File: config.mk
export PLATFORM = sky130hd
export DESIGN_NAME = busoff_recovery
export DESIGN_NICKNAME = d
export VERILOG_FILES = /design/src/rtl/busoff_pkg.sv /design/src/rtl/busoff_dp.sv /design/src/rtl/busoff_ctrl.sv /design/src/rtl/busoff_recovery.sv
export SDC_FILE = /design/constraint.sdc
export NUM_CORES = 1
export LEC_CHECK = 0
export BUFFER_PORTS_ARGS = -buffer_cell sky130_fd_sc_hd__buf_2
export CORE_AREA = 10 10 67 69
export CTS_CLUSTER_SIZE = 20
export DETAILED_ROUTE_END_ITERATION = 12
export DIE_AREA = 0 0 77 79
export MAX_ROUTING_LAYER = met4
export PLACE_DENSITY = 0.72
export SYNTH_ARGS = -nofsm -noshare
export SYNTH_HDL_FRONTEND = slang
export SYNTH_SLANG_ARGS = --single-unit
File: constraint.sdc
create_clock -name clk -period 1.8 [get_ports clk]
set_clock_uncertainty 0.15 [all_clocks]
set_input_delay 0.18 -clock clk [delete_from_list [all_inputs] [get_ports clk]]
set_output_delay 0.18 -clock clk [all_outputs]
set_load 0.02 [all_outputs]
File: src/rtl/busoff_pkg.sv
package busoff_pkg;

  // Strobes from the control to the datapath
  typedef struct packed {
    logic loadErr;     // copy error counters from the inputs
    logic clrErr;      // zero both error counters
    logic clrRun;      // zero the bit and run counters
    logic stepBit;     // one recessive sample taken
    logic restartBit;  // one dominant sample taken
  } dpCtrl_t;

  typedef enum logic [1:0] {
    ST_ACTIVE = 2'd0,
    ST_HOLD   = 2'd1,
    ST_INIT   = 2'd2,
    ST_COUNT  = 2'd3
  } offState_t;

endpackage

File: src/rtl/busoff_dp.sv
module busoff_dp
  import busoff_pkg::*;
#(
  parameter int TEC_W     = 9,
  parameter int REC_W     = 8,
  parameter int RUN_LEN   = 11,
  parameter int RUN_COUNT = 128
) (
  input  logic             clk,
  input  logic             rst,
  input  dpCtrl_t          ctrl,
  input  logic [TEC_W-1:0] tecIn,
  input  logic [REC_W-1:0] recIn,
  output logic [TEC_W-1:0] tecOut,
  output logic [REC_W-1:0] recOut,
  output logic             bitLast,
  output logic             runLast
);

  localparam int BIT_W = (RUN_LEN > 1) ? $clog2(RUN_LEN) : 1;
  localparam int RUN_W = (RUN_COUNT > 1) ? $clog2(RUN_COUNT) : 1;
  localparam logic [BIT_W-1:0] BIT_TOP = BIT_W'(RUN_LEN - 1);
  localparam logic [RUN_W-1:0] RUN_TOP = RUN_W'(RUN_COUNT - 1);

  logic [TEC_W-1:0] tecReg;
  logic [REC_W-1:0] recReg;
  logic [BIT_W-1:0] bitCnt;
  logic [RUN_W-1:0] runCnt;

  // error counters
  always_ff @(posedge clk) begin
    if (rst || ctrl.clrErr) begin
      tecReg <= '0;
      recReg <= '0;
    end else if (ctrl.loadErr) begin
      tecReg <= tecIn;
      recReg <= recIn;
    end
  end

  // recessive-run counters
  always_ff @(posedge clk) begin
    if (rst || ctrl.clrRun) begin
      bitCnt <= '0;
      runCnt <= '0;
    end else if (ctrl.restartBit) begin
      bitCnt <= '0;
    end else if (ctrl.stepBit) begin
      if (bitLast) begin
        bitCnt <= '0;
        runCnt <= runCnt + 1'b1;
      end else begin
        bitCnt <= bitCnt + 1'b1;
      end
    end
  end

  assign bitLast = (bitCnt == BIT_TOP);
  assign runLast = (runCnt == RUN_TOP);
  assign tecOut  = tecReg;
  assign recOut  = recReg;

endmodule

File: src/rtl/busoff_ctrl.sv
module busoff_ctrl
  import busoff_pkg::*;
#(
  parameter int TEC_W = 9,
  parameter int LIMIT = 255
) (
  input  logic             clk,
  input  logic             rst,
  input  logic             errLoad,
  input  logic [TEC_W-1:0] tecIn,
  input  logic             bitStrobe,
  input  logic             rxLevel,
  input  logic             autoRecover,
  input  logic             initReq,
  input  logic             bitLast,
  input  logic             runLast,
  output dpCtrl_t          ctrl,
  output logic             busOff,
  output logic             recoverDone
);

  localparam logic [TEC_W-1:0] TEC_LIMIT = TEC_W'(LIMIT);

  offState_t state, stateNext;
  logic      doneNext;
  logic      doneReg;

  always_comb begin
    stateNext = state;
    ctrl      = '0;
    doneNext  = 1'b0;
    unique case (state)
      ST_ACTIVE: begin
        ctrl.clrRun = 1'b1;
        if (errLoad) begin
          ctrl.loadErr = 1'b1;
          if (tecIn > TEC_LIMIT)
            stateNext = autoRecover ? ST_COUNT : ST_HOLD;
        end
      end
      ST_HOLD: begin
        ctrl.clrRun = 1'b1;
        if (initReq) stateNext = ST_INIT;
      end
      ST_INIT: begin
        ctrl.clrRun = 1'b1;
        if (!initReq) stateNext = ST_COUNT;
      end
      ST_COUNT: begin
        if (bitStrobe) begin
          if (rxLevel) begin
            ctrl.stepBit = 1'b1;
            if (bitLast && runLast) begin
              ctrl.clrErr = 1'b1;
              ctrl.clrRun = 1'b1;
              doneNext    = 1'b1;
              stateNext   = ST_ACTIVE;
            end
          end else begin
            ctrl.restartBit = 1'b1;
          end
        end
      end
      default: stateNext = ST_ACTIVE;
    endcase
  end

  always_ff @(posedge clk) begin
    if (rst) begin
      state   <= ST_ACTIVE;
      doneReg <= 1'b0;
    end else begin
      state   <= stateNext;
      doneReg <= doneNext;
    end
  end

  assign busOff      = (state != ST_ACTIVE);
  assign recoverDone = doneReg;

endmodule

File: src/rtl/busoff_recovery.sv
module busoff_recovery
  import busoff_pkg::*;
#(
  parameter int TEC_W     = 9,
  parameter int REC_W     = 8,
  parameter int LIMIT     = 255,
  parameter int RUN_LEN   = 11,
  parameter int RUN_COUNT = 128
) (
  input  logic             clk,
  input  logic             rst,
  input  logic             errLoad,
  input  logic [TEC_W-1:0] tecIn,
  input  logic [REC_W-1:0] recIn,
  input  logic             bitStrobe,
  input  logic             rxLevel,
  input  logic             autoRecover,
  input  logic             initReq,
  output logic             busOff,
  output logic             nodeBlock,
  output logic             recoverDone,
  output logic [TEC_W-1:0] tecOut,
  output logic [REC_W-1:0] recOut
);

  dpCtrl_t dpCtrl;
  logic    bitLast;
  logic    runLast;

  busoff_ctrl #(
    .TEC_W(TEC_W),
    .LIMIT(LIMIT)
  ) u_ctrl (
    .clk        (clk),
    .rst        (rst),
    .errLoad    (errLoad),
    .tecIn      (tecIn),
    .bitStrobe  (bitStrobe),
    .rxLevel    (rxLevel),
    .autoRecover(autoRecover),
    .initReq    (initReq),
    .bitLast    (bitLast),
    .runLast    (runLast),
    .ctrl       (dpCtrl),
    .busOff     (busOff),
    .recoverDone(recoverDone)
  );

  busoff_dp #(
    .TEC_W    (TEC_W),
    .REC_W    (REC_W),
    .RUN_LEN  (RUN_LEN),
    .RUN_COUNT(RUN_COUNT)
  ) u_dp (
    .clk    (clk),
    .rst    (rst),
    .ctrl   (dpCtrl),
    .tecIn  (tecIn),
    .recIn  (recIn),
    .tecOut (tecOut),
    .recOut (recOut),
    .bitLast(bitLast),
    .runLast(runLast)
  );

  // traffic is halted while bus-off and during initialization
  assign nodeBlock = busOff | initReq;

endmodule

## After elaboration in Yosys (flattened, before gate mapping)

Index checks and enable logic that the tools add are counted.

- Multiplexer cells: 20
- Reduce and logical (&&, ||, !) cells: 10
- Magnitude comparators: 1
- Add/subtract/negate cells: 2
- Bitwise logic cells: 5
- Equal/unequal tests: 12

Operators by type and width:

| operator | count |
|---|---|
| 2-bit two-way mux | 10 |
| 2-bit inequality test (second input constant) | 5 |
| 9-bit by 8-bit > comparator with 1-bit output (second input constant) | 1 |
| 4-bit two-way mux | 2 |
| 2-bit one-hot mux with 4 select lines | 1 |
| 7-bit by 1-bit adder with 7-bit output (second input constant) | 1 |
| 7-bit equality test (second input constant) | 1 |
| 7-bit AND reduction | 1 |
| 1-bit two-way mux | 5 |
| 4-bit by 1-bit adder with 4-bit output (second input constant) | 1 |
| 2-bit equality test (second input constant) | 2 |
| 4-bit equality test (second input constant) | 1 |
| 2-bit by 1-bit inequality test with 1-bit output (second input constant) | 2 |
| 1-bit NOT | 4 |
| 4-bit OR reduction | 1 |
| 3-bit two-way mux | 1 |
| 3-bit AND reduction | 1 |
| 3-bit OR reduction | 1 |
| 2-bit by 1-bit equality test with 1-bit output (second input constant) | 1 |
| 2-bit zero test | 1 |
| 1-bit logical OR | 2 |
| 1-bit one-hot mux with 2 select lines | 1 |
| 2-bit nonzero test | 1 |
| 2-bit OR reduction | 1 |
| 2 further kinds | 2 |

- Logic and storage cells: 56
- Output and inout port bits: 20
- Flip-flop bits (word level): 31
- Input bits: 24

## Depth between registers and ports, before layout

- Depth after elaboration: 8
- Mapped depth: 8
- Gate-level depth less buffers: 6

## Cells and area by module

A second synthesis with hierarchy kept.

- Cells, all modules: 150
- Area, all modules: 1,436.4 sq um

By module, submodules not included:

| module | area each (sq um) | seq. area each (sq um) | cells an instance | instances |
|---|---|---|---|---|
| busoff_dp | 1,179.9 | 560.5 | 121 | 1 |
| busoff_ctrl | 250.2 | 60.1 | 28 | 1 |
| busoff_recovery | 6.3 | 0.0 | 1 | 1 |

## Least setup slack after synthesis

No wires, ideal clock.

- Kind: reg-to-reg
- From: register u_dp.bitCnt[0]
- To: register u_ctrl.state[1]
- Required time: 1.527 ns
- Slack: -0.030 ns
- Setup time: 0.123 ns
- Clock period less this slack: 1.830 ns
- Buffers on the path: 1
- Data arrival time: 1.557 ns
- Cell stages (with the launch flop): 6
- Cell sequence: dfxtp_1 or3b_1 buf_6 o41ai_4 nand2_2 mux2_1

- Word-level cells in the longest chain between the ends: 4

RTL lines:

| element | RTL line | text |
|---|---|---|
| start, declared | busoff_dp.sv:27 | `logic [BIT_W-1:0] bitCnt;` |
| start signal, assigned | busoff_dp.sv:53 | `bitCnt <= bitCnt + 1'b1;` |
| 4-bit equality test | busoff_dp.sv:58 | `assign bitLast = (bitCnt == BIT_TOP);` |
| 1-bit logical AND | busoff_ctrl.sv:53 | `if (bitLast && runLast) begin` |
| 2-bit by 1-bit inequality test with 1-bit output (no source line) | - |  |
| 7-bit AND reduction (no source line) | - |  |
| end signal, assigned | busoff_ctrl.sv:73 | `state <= stateNext;` |
| end, declared | busoff_ctrl.sv:24 | `offState_t state, stateNext;` |

Every way passes these cells.
A chain may end at the register's enable or synchronous reset.

## Worst setup path in the final report

- From: register u_dp.bitCnt[3]
- To: register u_ctrl.state[1]

Same word-level chain as after synthesis.

==> impl_results.md <==
* Power Dens Cells at 1060 nW/um^2
* Reg2reg setup slack at -0.07 ns
* Critical-path cell list: or3b_4 > o41ai_4 > nand2_2 > mux2_4
* Initial Util at 42.8%
* Failing checks: negative setup slack
* # rows at 21
* IO buf count at 43
* GR Util met1 at 12.7%
* Worst R2R Path Depth at 4
* Library cells used by synthesis at 30
* TritonRoute pass-1 iters at 4
* Largest net degree at the start of global routing at 18
* Slew headroom at 76.4%
* Synthesized flop and latch total at 31
* Critical Path Start: u_dp.bitCnt[3]$_SDFFE_PP0P_
* Initial antenna violation count at 0
* Max Clk Rate at 535 MHz
* Internal at 1.34 mW
* Final ANT Viol Nets at 0
* Critical Path AT at 1.96 ns
* Syn Area/Cell at 8.23 um^2
* Clock share of power at 19.6%
* DP Area at 1720 um^2
* Number of antenna diodes at 0
* Largest area contributor in the netlist: dfxtp_1
* Final Wtd Congestion at 0.817
* Area growth, synth to finish at 44.7%
* Final instance area at 2000 um^2
* CP required at 1.89 ns
* Total Wirelength at 3.56 mm
* Drt via density at 4.76
* Worst slew pin tran at 0.353 ns
* GRT Total Usage at 12.1%
* Reg power frac at 39.3%
* Syn Nets at 197
* Logic pwr share at 41.2%
* Area contributors post-synth: dfxtp_1 (45%), nand2_1 (11%), a21oi_1 (7.6%), ha_1 (4.5%), nor2_1 (3.8%)
* Synth Cell Area at 1380 um^2
* Synth Instances at 168
* Crit path kind: flip-flop to flip-flop
* DIE AREA at 6080 um^2
* CP startpoint kind: flip-flop
* Setup TNS at -0.0686 ns
* Fin nets at 270
* Most frequent cells in the layout: buf_2 (43), nand2_1 (41), dfxtp_1 (29)
* Share of cells above drive strength 1 at 32.0%
* Final setup vio count at 1
* Setup WS pre-CTS at -0.0310 ns
* Sink Count at 31
* Crit path time final at 1.87 ns
* Sw frac at 37.0%
* Die width at 77 um
* I/O pins at 44
* Max FO, Critical Path at 3
* RSZ-0062 raised after global routing: yes
* Post-synthesis sequential area ratio at 44.9%
* Crit path capture type: flip-flop
* Max Cap Viol at 0
* Die Y at 79 um
* DRT iter0 DRCs at 55
* Leak at 0.837 nW
* Share of the synthesized area in the top cell type at 44.9%
* First-pass GRT wire length at 5.86 mm
* Overflow after GRT at 0
* Met3 usage at 3.04%
* Hpwl dp at 2.49 mm
* Worst flop-to-flop path endpoint: u_ctrl.state[1]$_SDFFE_PP0P_
* Min setup slack post-route at -0.0686 ns
* # H-tree levels at 2
* Via Count at 1366
* Routed len/inst at 12.4 um
* Reg-to-reg critical path startpoint: u_dp.bitCnt[3]$_SDFFE_PP0P_
* Hold depth at 4
* Synth warn at 0
* CTS tree: done
* Final worst path period share at 104%
* Grt peak-use layer: met2
* Core area at 3230 um^2
* GR Util met2 at 19.6%
* IR drop worst, VDD at 0.889 mV
* Drc violations at 0
* Hold Path Class: input pin to flip-flop
* Critical Path Sink: u_ctrl.state[1]$_SDFFE_PP0P_
* Sw Pwr at 0.787 mW
* Status: finished, violations left
* Final Max Tran Viols at 0
* Commonest non-fill, non-tap cell in the layout: buf_2
* Clk_lat worst skew at 0.34 ns
* Slowest CP cell: o41ai_4
* # fillers at 295
* TritonCTS Buffers at 5
* CTS root buf: clkbuf_4
* Number of global-route vias before repair at 1301
* Hold Vio Cnt, Final at 0
* Worst path max stage delay at 0.43 ns
* Longest Clk Path Bufs at 2
* Clock-pin slew on the worst setup and hold paths at 0.10 ns
## flip-flops by register name, indices dropped and copies added (netlist names)
name	cells
u_ctrl.state	2
u_ctrl.recoverDone	1
u_dp.bitCnt	4
u_dp.recOut	8
u_dp.runCnt	7
u_dp.tecOut	9
## cells by family (layout without fill, tap and decap cells)
logic type      count (synthesis)  after routing  share of synthesized area (%)
simple gates                   80             80                           26.2
compound gates                 32             32                           14.5
flops                          31             31                           44.9
buf+inv                        12             85                           4.61
xor+xnor                        6              6                           3.80
fa+ha+maj                       5              5                           4.52
mux                             2              2                           1.54
## worst max-delay path, delay by kind of cell, from the launching register on
| kind | cells | cell delay (ns) |
|---|---|---|
| DFF | 1 | 0.35 |
| muxes | 1 | 0.31 |
| AOI/OAI and AO/OA | 1 | 0.43 |
| and+or+nand+nor | 2 | 0.53 |
## power by group through the flow
stage	Clock, mW	Sequential [mW]	Combinational (mW)
2_1_floorplan	0	0.933	0.438
3_3_place_gp	0	0.844	0.799
3_5_place_dp	0	0.847	0.808
4_1_cts	0.426	0.832	0.843
5_1_grt	0.456	0.847	0.964
6_report	0.416	0.836	0.875
## area by class of cell
class	instances	area (um^2)	share of cell area, %
Tap cell	46	57.6	2.88
Clock buffer	6	51.3	2.56
Multi-Input combinational cell	125	728	36.4
Sequential cell	31	623	31.1
Inverter	4	15.0	0.750
Timing Repair Buffer	74	520	26.0
Clock inverter	1	5.00	0.250
## metrics by stage
stage	std cells	utilization [%]	hold WS, ns	power (mW)
floorplan	168	-	0.102	1.37
global placement	260	53.1	0.270	1.64
detailed placement	260	53.1	0.275	1.65
CTS	286	60.9	0.0226	2.10
global route	287	61.9	0.0784	2.27
finish	287	61.9	0.0588	2.13
## timing repair
action                                  in CTS  in global routing
buffers inserted                             0                  1
pin swaps                                    0                  7
endpoints found under the setup margin       2                 32
gates cloned                                 0                  0
endpoints found under the hold margin       20                  0
hold buffers                                19                  0
resized for setup                            1                  9
## cell usage after synthesis
library cell and count:
a21oi_1 21, xnor2_1 6, mux2_1 1, mux2i_1 1, nor3b_1 2, o41ai_4 1, or2_2 1, inv_1 4
ha_1 5, nor2_1 14, nor2b_1 2, a21o_1 2, a221oi_1 2, o21ai_0 4, clkbuf_1 4, buf_6 1
or3b_1 1, buf_4 3, dfxtp_1 31, nand2_2 1, nor3_1 4, nand2b_1 1, and2_1 1, a211oi_1 2
and2b_2 1, nand3_1 5, nand4_1 2, nand2_1 41, nor4_1 3, or3b_2 1
## layer usage
layer / wire length [um] / vias to the layer above / part of all wire, %
li1: - / 709 / -
met1: 1510 / 612 / 42
met2: 1760 / 34 / 50
met3: 162 / 11 / 4.5
met4: 127 / 0 / 3.6
met5: 0 / - / 0
## worst min path at each step
stage | from | to | slack, ns
after floorplan | rst | u_ctrl.recoverDone$_SDFF_PP0_ | 0.10
after global placement | tecIn[6] | u_dp.tecOut[6]$_SDFFE_PP0P_ | 0.27
after detailed placement | recIn[7] | u_dp.recOut[7]$_SDFFE_PP0P_ | 0.28
after CTS | autoRecover | u_ctrl.state[1]$_SDFFE_PP0P_ | 0.02
after global routing | autoRecover | u_ctrl.state[1]$_SDFFE_PP0P_ | 0.08
final | autoRecover | u_ctrl.state[1]$_SDFFE_PP0P_ | 0.06
No activity file was read; power rests on OpenSTA's default activity.
